==> src/rtl/flash_qf_pkg.sv <==
package flash_qf_pkg;
  localparam int QT_LEN = 82;
  localparam int QT_IW  = 7;

  typedef logic [7:0] qtab_t [QT_LEN];

  typedef enum logic [1:0] {
    MODE_STATUS = 2'd0,
    MODE_IDENT  = 2'd1,
    MODE_QUERY  = 2'd2,
    MODE_IDLE   = 2'd3
  } fmt_mode_e;

  // Default query table: identification string plus a few fixed fields.
  function automatic qtab_t default_qtab();
    qtab_t t;
    for (int i = 0; i < QT_LEN; i++) t[i] = 8'h00;
    t[16] = 8'h51;
    t[17] = 8'h52;
    t[18] = 8'h59;
    t[19] = 8'h01;
    t[21] = 8'h31;
    t[27] = 8'h45;
    t[28] = 8'h55;
    t[44] = 8'h01;
    t[81] = 8'hA5;
    return t;
  endfunction

  function automatic logic [2:0] size_bytes(input logic [1:0] code);
    case (code)
      2'd0:    return 3'd1;
      2'd1:    return 3'd2;
      default: return 3'd4;
    endcase
  endfunction
endpackage

==> src/rtl/flash_qf_slice.sv <==
module flash_qf_slice #(
  parameter int ADDR_W    = 16,
  parameter int BANK_W    = 4,
  parameter int DEV_W     = 1,
  parameter int DEV_MAX_W = 2,
  parameter flash_qf_pkg::qtab_t QTAB = flash_qf_pkg::default_qtab()
) (
  input  logic [ADDR_W-1:0]   addr_i,
  input  logic [1:0]          mode_i,
  input  logic [15:0]         mfr_i,
  input  logic [15:0]         dev_i,
  output logic [BANK_W*8-1:0] resp_o
);
  import flash_qf_pkg::*;

  localparam int SHIFT = $clog2(BANK_W) + $clog2(DEV_MAX_W) - $clog2(DEV_W);
  localparam int DW    = DEV_W * 8;
  localparam int NDEV  = BANK_W / DEV_W;

  logic [ADDR_W-1:0] idx;
  logic              in_tab;
  logic [7:0]        qbyte;
  logic [DW-1:0]     qdev;
  logic [31:0]       code;
  logic [DW-1:0]     idev;
  logic [DW-1:0]     devr;

  assign idx    = addr_i >> SHIFT;
  assign in_tab = idx < ADDR_W'(QT_LEN);

  always_comb qbyte = in_tab ? QTAB[idx[QT_IW-1:0]] : 8'h00;

  // Device answer variant chosen by how the device is wired.
  generate
    if (DEV_W == DEV_MAX_W) begin : g_native
      assign qdev = DW'(qbyte);
    end else if (DEV_W == 1) begin : g_bytemode
      assign qdev = {DEV_W{qbyte}};
    end else begin : g_unsupported
      assign qdev = '0;
    end
  endgenerate

  always_comb begin
    case (idx[7:0])
      8'd0:    code = {16'h0000, mfr_i};
      8'd1:    code = {16'h0000, dev_i};
      default: code = 32'h0;
    endcase
  end
  assign idev = code[DW-1:0];

  generate
    if (DW < 32) begin : g_trim
      logic unused_code_hi;
      assign unused_code_hi = ^code[31:DW];
    end
  endgenerate

  always_comb begin
    case (mode_i)
      MODE_QUERY: devr = qdev;
      MODE_IDENT: devr = idev;
      default:    devr = '0;
    endcase
  end

  assign resp_o = {NDEV{devr}};

  // Guards next to the lookup.
  always_comb begin
    if (mode_i == MODE_QUERY && !in_tab)
      assert_beyond_table_R4: assert (resp_o == '0);
    if (mode_i == MODE_IDENT && idx[7:1] != 7'd0)
      assert_ident_other_R7: assert (resp_o == '0);
  end
endmodule

==> src/rtl/flash_qf_status.sv <==
module flash_qf_status #(
  parameter int DATA_BYTES = 4,
  parameter int DEV_W      = 1
) (
  input  logic [7:0]              status_i,
  input  logic [2:0]              nbytes_i,
  output logic [DATA_BYTES*8-1:0] stat_o
);
  generate
    for (genvar b = 0; b < DATA_BYTES; b++) begin : g_lane
      if (b == 0) begin : g_first
        assign stat_o[7:0] = status_i;
      end else if ((b % DEV_W) == 0) begin : g_head
        assign stat_o[b*8 +: 8] =
          ({29'd0, nbytes_i} >= 32'(b + DEV_W)) ? status_i : 8'h00;
      end else begin : g_pad
        assign stat_o[b*8 +: 8] = 8'h00;
      end
    end
  endgenerate
endmodule

==> src/rtl/flash_query_fmt.sv <==
module flash_query_fmt #(
  parameter int ADDR_W     = 16,
  parameter int DATA_BYTES = 4,
  parameter int BANK_W     = 4,
  parameter int DEV_W      = 1,
  parameter int DEV_MAX_W  = 2,
  parameter flash_qf_pkg::qtab_t QTAB = flash_qf_pkg::default_qtab()
) (
  input  logic                    clk,
  input  logic                    rst,
  input  logic                    rd_en,
  input  logic [ADDR_W-1:0]       rd_addr,
  input  logic [1:0]              rd_size,
  input  logic [1:0]              rd_mode,
  input  logic [7:0]              status_byte,
  input  logic [15:0]             mfr_code,
  input  logic [15:0]             dev_code,
  output logic                    rd_valid,
  output logic [DATA_BYTES*8-1:0] rd_data
);
  import flash_qf_pkg::*;

  localparam int NSLICE = DATA_BYTES / BANK_W;
  localparam int DW     = DATA_BYTES * 8;
  localparam int BW     = BANK_W * 8;

  logic [2:0]    nbytes;
  logic [DW-1:0] packed_resp;
  logic [DW-1:0] stat_word;
  logic [DW-1:0] lane_mask;
  logic [DW-1:0] next_data;

  assign nbytes = size_bytes(rd_size);

  // One lookup per bank slice; slice k answers for the k-th bank address.
  generate
    for (genvar k = 0; k < NSLICE; k++) begin : g_slice
      flash_qf_slice #(
        .ADDR_W(ADDR_W), .BANK_W(BANK_W), .DEV_W(DEV_W),
        .DEV_MAX_W(DEV_MAX_W), .QTAB(QTAB)
      ) u_slice (
        .addr_i (rd_addr + ADDR_W'(k * BANK_W)),
        .mode_i (rd_mode),
        .mfr_i  (mfr_code),
        .dev_i  (dev_code),
        .resp_o (packed_resp[k*BW +: BW])
      );
    end

    for (genvar b = 0; b < DATA_BYTES; b++) begin : g_mask
      assign lane_mask[b*8 +: 8] = {8{(32'(b) < {29'd0, nbytes})}};
    end
  endgenerate

  flash_qf_status #(.DATA_BYTES(DATA_BYTES), .DEV_W(DEV_W)) u_status (
    .status_i (status_byte),
    .nbytes_i (nbytes),
    .stat_o   (stat_word)
  );

  always_comb begin
    case (rd_mode)
      MODE_STATUS:            next_data = stat_word & lane_mask;
      MODE_IDENT, MODE_QUERY: next_data = packed_resp & lane_mask;
      default:                next_data = '0;
    endcase
  end

  always_ff @(posedge clk) begin
    if (rst) begin
      rd_valid <= 1'b0;
      rd_data  <= '0;
    end else begin
      rd_valid <= rd_en;
      if (rd_en) rd_data <= next_data;
    end
  end

  assert_valid_follows_R1: assert property (@(posedge clk) disable iff (rst)
    rd_en |=> rd_valid);
  assert_valid_drops_R1: assert property (@(posedge clk) disable iff (rst)
    !rd_en |=> !rd_valid);
  assert_hold_idle_R2: assert property (@(posedge clk) disable iff (rst)
    (!$past(rst) && !$past(rd_en)) |-> $stable(rd_data));
  assert_byte_mask_R10: assert property (@(posedge clk) disable iff (rst)
    (rd_en && rd_size == 2'd0) |=> rd_data[DW-1:8] == '0);
  assert_idle_zero_R10: assert property (@(posedge clk) disable iff (rst)
    (rd_en && rd_mode == MODE_IDLE) |=> rd_data == '0);
  assert_status_lane0_R9: assert property (@(posedge clk) disable iff (rst)
    (rd_en && rd_mode == MODE_STATUS) |=> rd_data[7:0] == $past(status_byte));
endmodule

==> config.mk <==
export PLATFORM = sky130hd
export DESIGN_NAME = flash_query_fmt
export DESIGN_NICKNAME = d
export VERILOG_FILES = /design/src/rtl/flash_qf_pkg.sv /design/src/rtl/flash_qf_slice.sv /design/src/rtl/flash_qf_status.sv /design/src/rtl/flash_query_fmt.sv
export SDC_FILE = /design/constraint.sdc
export NUM_CORES = 1
export LEC_CHECK = 0
export BUFFER_PORTS_ARGS = -buffer_cell sky130_fd_sc_hd__buf_2
export CAP_MARGIN = 20
export CORE_MARGIN = 5
export CORE_UTILIZATION = 44
export CTS_CLUSTER_DIAMETER = 80
export CTS_CLUSTER_SIZE = 14
export DETAILED_ROUTE_END_ITERATION = 8
export PLACE_DENSITY = 0.8
export RECOVER_POWER = 100
export SLEW_MARGIN = 30
export SYNTH_ARGS = -nofsm -noshare
export SYNTH_HDL_FRONTEND = slang
export SYNTH_SLANG_ARGS = --single-unit
==> constraint.sdc <==
create_clock -name clk -period 2.3 [get_ports clk]
set_input_delay 0.69 -clock clk [delete_from_list [all_inputs] [get_ports clk]]
set_output_delay 0.69 -clock clk [all_outputs]
set_load 0.01 [all_outputs]
==> flow_metrics.env <==
export IMPL_synthDistinctLibCells=48
export IMPL_drc=0
export IMPL_synth_edf_count=0
export IMPL_worst_setup_path_end_kind="register"
export IMPL_drv_slew=0
export IMPL_vias=1711
export IMPL_grt_pass1_vias=1618
export IMPL_reg2reg_depth=2
export IMPL_cts_tree="built"
export IMPL_dieArea_sq_um=5230
export IMPL_r2r_end="rd_data[0]"
export IMPL_ctsHtreeMaxLevel=2
export IMPL_slew_headroom_pct=74.0
export IMPL_cts_setup_buffers=0
export IMPL_vdd_ir_drop_max_mv=0.208
export IMPL_avgSynthCellArea_sq_um=8.90
export IMPL_clockBufferDepth=2
export IMPL_p_total_mw=1.24
export IMPL_worst_ep_arrival_time_ns=2.28
export IMPL_rsz0062_at_grt="false"
export IMPL_gp_congestion=0.923
export IMPL_hp_class="register to register"
export IMPL_hold_viol_final=0
export IMPL_ios=96
export IMPL_netlist_instances=192
export IMPL_synth_seq_cells=33
export IMPL_grt_overflow=0
export IMPL_path_clk_slew_ns=0.06
export IMPL_holdPathEnd="rd_data[25]"
export IMPL_synth_area_leaders="dfxtp_1 (39%), a22o_1 (5.1%), nand2_1 (4.8%)"
export IMPL_maxCapViolCount=0
export IMPL_antenna_found_initial=0
export IMPL_startpoint_type="primary input"
export IMPL_setup_violations=0
export IMPL_reg2reg_from="rd_data[0]"
export IMPL_place_area_sq_um=2150
export IMPL_areaGrowthSynthToFinish_pct=26.9
export IMPL_insertion_delay_ns=0.28
export IMPL_final_cell_area_sq_um=2170
export IMPL_drive_above_1_share_pct=22.1
export IMPL_synth_flop_cell="dfxtp_1"
export IMPL_rrSetupSlack_ns=1.58
export IMPL_fp_dieW_um=72.3
export IMPL_hpwlAfterDp_mm=3.54
export IMPL_fin_crit_ns=2.07
export IMPL_whs_path_depth=2
export IMPL_n_fill_cell=400
export IMPL_io_buffers=76
export IMPL_outcome="finished, final reports clean"
export IMPL_cts_resized=0
export IMPL_antenna_left=0
export IMPL_start_util_pct=46.0
export IMPL_worstSetupPathType="primary input to register"
export IMPL_globalRouteTotalUtil_pct=17.5
export IMPL_critical_path_peak_fanout=4
export IMPL_wire_per_inst_um=13.9
export IMPL_period_share_pct=89.9
export IMPL_synth_warnings=0
export IMPL_netlist_area_sq_um=1710
export IMPL_ctsHoldBuffers=0
export IMPL_coreArea_sq_um=3720
export IMPL_wl_mm=4.46
export IMPL_async_flop_share_pct=0
export IMPL_numCtsBuffers=5
export IMPL_critPathRequiredTime_ns=2.51
export IMPL_fmax_mhz=484
export IMPL_routed_via_density=5.35
export IMPL_skew_ns=0
export IMPL_die_h_um=72.3
export IMPL_yosysMostFrequentCell="dfxtp_1"
export IMPL_grt_first_pass_wirelength_mm=7.14
export IMPL_diodes=0
export IMPL_max_slew_worst_pin_slew_ns=0.387
export IMPL_root_buffer="clkbuf_8"
export IMPL_yosysTopAreaCell="dfxtp_1"
export IMPL_drt_pass1_iterations=4
export IMPL_ys_seq_area_share_pct=38.7
export IMPL_leakagePower_nw=0.882
export IMPL_synth_common_cells="dfxtp_1 (33), nand2_1 (22), o21ai_0 (16)"
export IMPL_cts_sinks=33
export IMPL_drt_initial_drc_count=71
export IMPL_powerDensity_nw_per_um2=573
export IMPL_std_cell_rows=22
export IMPL_grt_max_degree=20
export IMPL_final_nets=339
export IMPL_yosys_area_top_type_share_pct=38.7
export IMPL_worstHoldStart="rd_data[25]"
export IMPL_synth_nets=259
==> metrics by stage <==
step / utilization, % / cells / setup TNS [ns] / worst slack [ns] / hold slack [ns]
2_1_floorplan: - / 192 / 0 / 0.262 / 0.470
3_3_place_gp: 57.9 / 313 / 0 / 0.0403 / 0.432
3_5_place_dp: 57.9 / 313 / -0.00983 / -0.00860 / 0.443
4_1_cts: 60.2 / 320 / 0 / 0.297 / 0.453
5_1_grt: 58.4 / 320 / 0 / 0.0773 / 0.489
6_report: 58.4 / 320 / 0 / 0.232 / 0.457
==> cell type report <==
cell class	instances	area (sq um)	area share (%)
sequential	33	661	30.5
timing repair buffer	85	400	18.5
tap	48	60.1	2.77
clock buffer	7	86.3	3.98
multi-input combinational	141	938	43.3
inverter	6	22.5	1.04
==> sequential cells by signal (all words and copies together) (netlist names) <==
register / cells
rd_valid: 1
rd_data: 32
==> cell families after synthesis <==
family,synth area share [%]
AO/OA/AOI/OAI,24.5
AND/OR/NAND/NOR,23.0
multiplexers,4.69
flip-flops,38.7
XOR/XNOR,1.03
adder cells (fa/ha/maj),2.93
buffers and inverters,5.20
==> per-layer routing <==
layer	GRT usage (%)	up-vias	share of wire, %
met1	21.2	790	43
li1	-	853	-
met4	7.52	0	1.2
met5	0	-	0
met2	28.9	64	47
met3	4.57	4	8.3
==> cell usage in the layout (no fill, tap or decap), types with 2 or more instances in the layout <==
master    count
nor2_1        6
o21a_1        2
nand3_1       7
nor3_1        2
buf_4         8
dfxtp_1      33
nand2_1      23
o21ai_0      19
or2_2         2
nand3b_1      2
buf_2        41
a21oi_1       6
a22o_1       11
nor4b_1       2
o31ai_1       5
nor2b_1       6
ha_1          4
o31a_1        3
or3_1         2
mux2i_1       8
clkbuf_8      6
clkbuf_1     37
inv_1         6
nand2b_1      9
==> worst max-delay path, cell delays in order <==
cell and delay [ns]:
clkbuf_1 0.13, inv_1 0.06, ha_1 0.34, nor4b_1 0.25, nand4_1 0.22, o32a_1 0.43
o21ai_0 0.16
==> power breakdown <==
part	total, mW	leakage [nW]	switching [mW]	internal, mW
sequential	0.602	0.268	0.0103	0.592
clock	0.427	0.0443	0.190	0.237
combinational	0.214	0.570	0.120	0.0945
==> how the worst max path moves through the flow <==
stage / from / to / slack (ns) / cells after the start
3_3_place_gp: rd_mode[0] / rd_data[19] / 0.04 / 7
3_5_place_dp: rd_mode[0] / rd_data[27] / -0.009 / 7
2_1_floorplan: rd_mode[0] / rd_data[27] / 0.26 / 6
5_1_grt: rd_mode[0] / rd_data[22] / 0.08 / 8
4_1_cts: rd_mode[0] / rd_data[27] / 0.30 / 7
6_report: rd_mode[0] / rd_data[27] / 0.23 / 7
(Power assumes the default switching activity.)
